==> src/rtl/lprx_pkg.sv <==
// Shared definitions for the receive-only parallel port: register slot
// codes, control register layout and status bit positions.
package lprx_pkg;

    // Register slot selected by the two address bits
    typedef enum logic [1:0] {
        SLOT_DATA = 2'd0,
        SLOT_STAT = 2'd1,
        SLOT_CTRL = 2'd2,
        SLOT_NONE = 2'd3
    } slot_e;

    // Control register, packed with irq_en at bit 0
    typedef struct packed {
        logic paper;       // bit 4
        logic select;      // bit 3
        logic fault;       // bit 2
        logic force_busy;  // bit 1
        logic irq_en;      // bit 0
    } ctrl_t;

    localparam int CTRL_BITS = $bits(ctrl_t);

    // Status bit positions
    localparam int ST_READY  = 0;
    localparam int ST_STROBE = 1;
    localparam int ST_BUSY   = 2;

endpackage

==> src/rtl/lprx_strobe_sync.sv <==
// Multi-stage synchroniser for the asynchronous active-low strobe.
// Assumes: STAGES >= 2 and strobe pulses longer than STAGES+1 clocks.
// Provides the synchronised level and a one-clock falling-edge pulse.
module lprx_strobe_sync #(
    parameter int STAGES = 2
) (
    input  logic clk,
    input  logic rst_n,
    input  logic strobe_n,
    output logic level,
    output logic fall
);
    localparam int LAST = STAGES - 1;

    logic [STAGES:0] shreg;

    // Shift the raw strobe through the synchroniser plus one history stage
    always_ff @(posedge clk) begin
        if (!rst_n) shreg <= '1;
        else        shreg <= {shreg[STAGES-1:0], strobe_n};
    end

    assign level = shreg[LAST];
    assign fall  = shreg[STAGES] & ~shreg[LAST];

endmodule

==> src/rtl/lprx_capture.sv <==
// Byte latch and byte-waiting flag.
// Assumes: sender data is stable while the synchronised edge is taken.
// A strobe edge in the same clock as a consuming read wins.
module lprx_capture #(
    parameter int DATA_W = 8
) (
    input  logic              clk,
    input  logic              rst_n,
    input  logic              fall,
    input  logic              rd_data,
    input  logic [DATA_W-1:0] lpt_data,
    output logic [DATA_W-1:0] byte_q,
    output logic              ready,
    output logic              release_p
);

    // Capture the data lines on each synchronised strobe edge
    always_ff @(posedge clk) begin
        if (!rst_n)    byte_q <= '0;
        else if (fall) byte_q <= lpt_data;
    end

    // Set the flag on an edge; clear it when software consumes the byte
    always_ff @(posedge clk) begin
        if (!rst_n)       ready <= 1'b0;
        else if (fall)    ready <= 1'b1;
        else if (rd_data) ready <= 1'b0;
    end

    // Automatic busy release: a consuming read of a waiting byte
    assign release_p = rd_data & ready & ~fall;

    AST_READY_ON_EDGE: assert property (@(posedge clk) disable iff (!rst_n)
        fall |=> ready);
    AST_BYTE_ONLY_ON_EDGE: assert property (@(posedge clk) disable iff (!rst_n)
        !fall |=> $stable(byte_q));
    AST_READ_CLEARS: assert property (@(posedge clk) disable iff (!rst_n)
        (rd_data && !fall) |=> !ready);
    AST_EDGE_WINS: assert property (@(posedge clk) disable iff (!rst_n)
        (rd_data && fall) |=> ready);

endmodule

==> src/rtl/lprx_ack_gen.sv <==
// Fixed-width active-low acknowledge pulse generator.
// Assumes: ACK_CYCLES >= 1. A start during a pulse restarts it.
module lprx_ack_gen #(
    parameter int ACK_CYCLES = 4
) (
    input  logic clk,
    input  logic rst_n,
    input  logic start,
    output logic ack_n
);
    localparam int CW = $clog2(ACK_CYCLES + 1);
    localparam logic [CW-1:0] LOAD = CW'(ACK_CYCLES);

    logic [CW-1:0] cnt;
    logic [CW-1:0] low_run;

    // Load on start, count down to zero otherwise
    always_ff @(posedge clk) begin
        if (!rst_n)          cnt <= '0;
        else if (start)      cnt <= LOAD;
        else if (cnt != '0)  cnt <= cnt - 1'b1;
    end

    assign ack_n = (cnt == '0);

    // Checker: length of the current low run, restarted by each start
    always_ff @(posedge clk) begin
        if (!rst_n)              low_run <= '0;
        else if (ack_n || start) low_run <= '0;
        else if (low_run != LOAD) low_run <= low_run + 1'b1;
    end

    AST_ACK_START: assert property (@(posedge clk) disable iff (!rst_n)
        start |=> !ack_n);
    AST_ACK_WIDTH: assert property (@(posedge clk) disable iff (!rst_n)
        !ack_n |-> (low_run < LOAD));

endmodule

==> src/rtl/lprx_regs.sv <==
// Host register window: control register storage, read multiplexer and
// the data-read strobe. Reads are combinational; side effects land on
// the clock edge of the access.
module lprx_regs #(
    parameter int DATA_W = 8
) (
    input  logic                  clk,
    input  logic                  rst_n,
    input  logic                  bus_sel,
    input  logic                  bus_wr,
    input  logic [1:0]            bus_addr,
    input  logic [DATA_W-1:0]     bus_wdata,
    input  logic [DATA_W-1:0]     byte_q,
    input  logic                  ready,
    input  logic                  strobe_lvl,
    input  logic                  busy,
    output lprx_pkg::ctrl_t       ctrl,
    output logic                  rd_data,
    output logic                  wr_ctrl,
    output logic [DATA_W-1:0]     rdata
);
    import lprx_pkg::*;

    slot_e slot;
    logic [DATA_W-1:0] status_w;

    assign slot    = slot_e'(bus_addr);
    assign rd_data = bus_sel & ~bus_wr & (slot == SLOT_DATA);
    assign wr_ctrl = bus_sel &  bus_wr & (slot == SLOT_CTRL);

    // Store the implemented control bits on a control write
    always_ff @(posedge clk) begin
        if (!rst_n)       ctrl <= '0;
        else if (wr_ctrl) ctrl <= ctrl_t'(bus_wdata[CTRL_BITS-1:0]);
    end

    // Assemble the status word
    always_comb begin
        status_w            = '0;
        status_w[ST_READY]  = ready;
        status_w[ST_STROBE] = strobe_lvl;
        status_w[ST_BUSY]   = busy;
    end

    // Select the addressed slot for a read
    always_comb begin
        rdata = '0;
        if (bus_sel && !bus_wr) begin
            case (slot)
                SLOT_DATA: rdata = byte_q;
                SLOT_STAT: rdata = status_w;
                SLOT_CTRL: rdata = {{(DATA_W-CTRL_BITS){1'b0}}, ctrl};
                default:   rdata = '0;
            endcase
        end
    end

    AST_CTRL_HOLD: assert property (@(posedge clk) disable iff (!rst_n)
        !wr_ctrl |=> $stable(ctrl));

endmodule

==> src/rtl/lprx_port.sv <==
// Receive-only parallel printer port, top level.
// Wires the strobe synchroniser, byte latch, acknowledge generator and
// register window. Assumes DATA_W >= 5 so the control word fits.
module lprx_port #(
    parameter int DATA_W      = 8,
    parameter int SYNC_STAGES = 2,
    parameter int ACK_CYCLES  = 4
) (
    input  logic              clk,
    input  logic              rst_n,
    input  logic              bus_sel,
    input  logic              bus_wr,
    input  logic [1:0]        bus_addr,
    input  logic [DATA_W-1:0] bus_wdata,
    output logic [DATA_W-1:0] bus_rdata,
    input  logic              lpt_strobe_n,
    input  logic [DATA_W-1:0] lpt_data,
    output logic              lpt_busy,
    output logic              lpt_ack_n,
    output logic              lpt_paper_out,
    output logic              lpt_select,
    output logic              lpt_fault,
    output logic              irq
);
    import lprx_pkg::*;

    logic              strobe_lvl, fall;
    logic              rd_data, wr_ctrl, ready, release_p;
    logic [DATA_W-1:0] byte_q;
    ctrl_t             ctrl;

    lprx_strobe_sync #(.STAGES(SYNC_STAGES)) u_sync (
        .clk(clk), .rst_n(rst_n), .strobe_n(lpt_strobe_n),
        .level(strobe_lvl), .fall(fall)
    );

    lprx_capture #(.DATA_W(DATA_W)) u_cap (
        .clk(clk), .rst_n(rst_n), .fall(fall), .rd_data(rd_data),
        .lpt_data(lpt_data), .byte_q(byte_q), .ready(ready),
        .release_p(release_p)
    );

    lprx_ack_gen #(.ACK_CYCLES(ACK_CYCLES)) u_ack (
        .clk(clk), .rst_n(rst_n), .start(release_p), .ack_n(lpt_ack_n)
    );

    lprx_regs #(.DATA_W(DATA_W)) u_regs (
        .clk(clk), .rst_n(rst_n), .bus_sel(bus_sel), .bus_wr(bus_wr),
        .bus_addr(bus_addr), .bus_wdata(bus_wdata), .byte_q(byte_q),
        .ready(ready), .strobe_lvl(strobe_lvl), .busy(lpt_busy),
        .ctrl(ctrl), .rd_data(rd_data), .wr_ctrl(wr_ctrl), .rdata(bus_rdata)
    );

    // Sender-facing outputs
    assign lpt_busy      = ready | ctrl.force_busy;
    assign lpt_paper_out = ctrl.paper;
    assign lpt_select    = ctrl.select;
    assign lpt_fault     = ctrl.fault;
    assign irq           = ready & ctrl.irq_en;

    AST_BUSY_WHILE_READY: assert property (@(posedge clk) disable iff (!rst_n)
        ready |-> lpt_busy);
    AST_FORCE_BUSY: assert property (@(posedge clk) disable iff (!rst_n)
        ctrl.force_busy |-> lpt_busy);
    AST_IRQ_LEVEL: assert property (@(posedge clk) disable iff (!rst_n)
        (irq && !rd_data && !wr_ctrl) |=> irq);

endmodule

==> config.mk <==
export PLATFORM = sky130hd
export DESIGN_NAME = lprx_port
export DESIGN_NICKNAME = d
export VERILOG_FILES = /design/src/rtl/lprx_pkg.sv /design/src/rtl/lprx_strobe_sync.sv /design/src/rtl/lprx_capture.sv /design/src/rtl/lprx_ack_gen.sv /design/src/rtl/lprx_regs.sv /design/src/rtl/lprx_port.sv
export SDC_FILE = /design/constraint.sdc
export NUM_CORES = 1
export LEC_CHECK = 0
export BUFFER_PORTS_ARGS = -buffer_cell sky130_fd_sc_hd__buf_2
export CORE_MARGIN = 3
export CORE_UTILIZATION = 47
export CTS_CLUSTER_SIZE = 30
export DETAILED_ROUTE_END_ITERATION = 7
export PLACE_DENSITY = 0.82
export SYNTH_ARGS = -nofsm -noshare
export SYNTH_HDL_FRONTEND = slang
export SYNTH_SLANG_ARGS = --single-unit
==> constraint.sdc <==
create_clock -name clk -period 1.4 [get_ports clk]
set_clock_uncertainty 0.05 [all_clocks]
set_input_delay 0.21 -clock clk [delete_from_list [all_inputs] [get_ports clk]]
set_output_delay 0.21 -clock clk [all_outputs]
set_load 0.1 [all_outputs]
==> results.sh <==
export IMPL_status="complete, but fails checks"
export IMPL_violations="negative setup slack"
export IMPL_arrival_ns=1.46
export IMPL_yosysWarnings=0
export IMPL_final_common_cell="buf_2"
export IMPL_cp_slowest_stage_delay_ns=0.35
export IMPL_totalPowerFinal_uw=2140
export IMPL_dr_total_vias=1027
export IMPL_finalCoreUtilization_pct=89.7
export IMPL_synthFlopType="dfxtp_1"
export IMPL_die_x_um=51.6
export IMPL_grt_pass1_wl_mm=4.97
export IMPL_path_max_fanout=2
export IMPL_grt_setup_unrepaired="true"
export IMPL_antenna_found_initial=0
export IMPL_core_region_area_sq_mm=0.00184
export IMPL_syn_nets=131
export IMPL_relSlewSlack_pct=78.6
export IMPL_period_needed_ns=1.72
export IMPL_die_h_um=51.6
export IMPL_placed_cell_area_sq_mm=0.00148
export IMPL_synthesis_area_sq_um=978
export IMPL_totalWireLength_mm=3.86
export IMPL_cp_cell_sequence="nor2_1, a211o_1, a21oi_4, buf_12"
export IMPL_dp_hpwl_mm=1.97
export IMPL_wl_per_cell_um=21.7
export IMPL_cts_buffers=3
export IMPL_cp_end_kind="output port"
export IMPL_grt_max_degree=21
export IMPL_hold_path_startpoint="lpt_strobe_n"
export IMPL_synth_avg_cell_area_sq_um=9.23
export IMPL_gp_congestion=0.769
export IMPL_startpoint_type="flip-flop"
export IMPL_period_share_pct=123
export IMPL_n_antenna_cell=0
export IMPL_cts_tree="yes"
export IMPL_htreeDepth=1
export IMPL_holdPathStages=2
export IMPL_clock_sinks=20
export IMPL_hold_viol_final=0
export IMPL_setup_viol=6
export IMPL_dr_pass1_iters=5
export IMPL_asyncSetResetFlopFracSynth_pct=0
export IMPL_synthCells=106
export IMPL_min_path_type="input port to flip-flop"
export IMPL_required_ns=1.14
export IMPL_postCtsHoldBufs=0
export IMPL_fin_cells=178
export IMPL_peakVddDrop_mv=1.46
export IMPL_synth_yosys_seq_area_share_pct=40.9
export IMPL_grtUsageTotal_pct=26.5
export IMPL_drt_initial_drc_count=37
export IMPL_setup_ws_ns=-0.321
export IMPL_clock_root_buffer="clkbuf_4"
export IMPL_layout_nets=179
export IMPL_p_clk_share_pct=19.4
export IMPL_path_clk_slew_ns=0.11
export IMPL_intPower_uw=1320
export IMPL_grt_pass1_vias=979
export IMPL_final_cell_mix="buf_2, nand2_1, buf_4"
export IMPL_swShare_pct=38.4
export IMPL_avgViaCountPerCell=5.77
export IMPL_portBuffers=33
export IMPL_ios=37
export IMPL_area_growth_pct=68.7
export IMPL_synth_seq_cells=20
export IMPL_timing_setup_tns_ns=-1.02
export IMPL_drv_slew=0
export IMPL_p_comb_share_pct=49.1
export IMPL_drv_cap=0
export IMPL_synth_distinct_cells=26
export IMPL_grt_overflow_total=0
export IMPL_pwr_share_seq_pct=31.5
export IMPL_slowest_stage="dfxtp_2"
export IMPL_leakagePower_uw=0.000711
export IMPL_clk_path_buf_depth=2
export IMPL_clkLatencyLatePin_ns=0.32
export IMPL_crit_path_start="u_cap.byte_q[2]"
export IMPL_initial_core_util_pct=53.2
export IMPL_placedCellCount=167
export IMPL_setup_worst_path_class="flip-flop to output port"
export IMPL_synth_edf_count=0
export IMPL_final_area_sq_mm=0.00165
export IMPL_core_rowCount=15
export IMPL_drc=0
export IMPL_ant_nets=0
export IMPL_powerDensity_mw_per_mm2=1300
export IMPL_worst_r2r_startpoint="u_ack.cnt[1]"
export IMPL_worst_pin_slew_ns=0.320
export IMPL_p_sw_uw=822
export IMPL_fmax_mhz=581
export IMPL_nFillCells=81
export IMPL_dieArea_sq_mm=0.00267
export IMPL_r2r_cells=7
export IMPL_drive_gt1_share_pct=58.2
-- critical path, delay by kind of cell, from the launching register on --
kind / cells / cell delay [ns]
buffers and inverters: 1 / 0.19
AOI/OAI and AO/OA: 2 / 0.54
and+or+nand+nor: 1 / 0.07
DFF: 1 / 0.35
-- stage by stage --
stage,setup WS (ns),hold slack (ns)
2_1_floorplan,-0.346,0.261
3_3_place_gp,0.00350,0.341
3_5_place_dp,-0.0393,0.355
4_1_cts,-0.230,0.0309
5_1_grt,-0.372,0.0320
6_report,-0.321,0.0307
-- worst paths after layout --
| check | endpoint | slack, ns |
|---|---|---|
| worst max-delay path | bus_rdata[2] | -0.32 |
| worst min-delay path | u_sync.shreg[0] | 0.03 |
| worst max register to register | u_ack.cnt[0] | 0 |
| worst min register to register | u_sync.shreg[1] | 0.40 |
-- repair_timing --
item / in CTS / in global routing
buffers inserted: 5 / 4
endpoints found under the setup margin: 6 / 15
gates resized for setup: 7 / 9
hold endpoints to repair: 0 / 0
pin swaps: 4 / 6
cloned: 0 / 0
-- sequential cells by signal, summed over array words and instances (netlist names) --
register      count
u_cap.byte_q      8
u_sync.shreg      3
u_regs.ctrl       5
u_cap.ready       1
u_ack.cnt         3
-- layout make-up --
cell class                 count  area [sq um]  area share (%)
clock buffer                   4          47.5            2.88
inverter                       5          22.5            1.36
multi-input combinational     75           663            40.2
sequential                    20           424            25.7
tap                           25          31.3            1.90
timing repair buffer          49           462            28.0
-- power by group through the flow --
stage | Clock, uW | Combinational, uW | Sequential (uW)
2_1_floorplan | 0 | 529 | 678
3_3_place_gp | 0 | 720 | 668
3_5_place_dp | 0 | 755 | 673
4_1_cts | 406 | 878 | 662
5_1_grt | 444 | 1100 | 677
6_report | 415 | 1050 | 674
-- per-layer routing --
layer | vias to the layer above | global-route usage [%] | routed length (um)
li1 | 445 | - | -
met1 | 485 | 29.8 | 1450
met2 | 77 | 50.2 | 1940
met3 | 20 | 5.16 | 331
met4 | 0 | 6.99 | 145
met5 | - | 0 | 0
-- Yosys cell counts (2+ instances only) --
cell type	instances	share of area, %
inv_1	5	1.9
and2_2	3	2.3
a21oi_1	2	1.0
a21boi_0	9	6.9
ha_1	2	2.6
dfxtp_1	20	41
nand2_1	18	6.9
a2bb2oi_1	2	1.8
nor3_1	2	1.0
mux2i_1	9	9.2
buf_2	2	1.0
nand2b_1	7	4.5
clkbuf_1	3	1.2
nor2_1	4	1.5
nor2b_1	7	4.5
-- kinds of logic after synthesis --
| family | count (synthesis) | share of synthesized area, % |
|---|---|---|
| compound gates | 16 | 12.5 |
| xor+xnor | 1 | 0.895 |
| fa+ha+maj | 2 | 2.56 |
| buf+inv | 11 | 5.24 |
| flops | 20 | 40.9 |
| mux | 9 | 9.21 |
| simple gates | 47 | 28.6 |
Power figures use the tool's default switching activity.
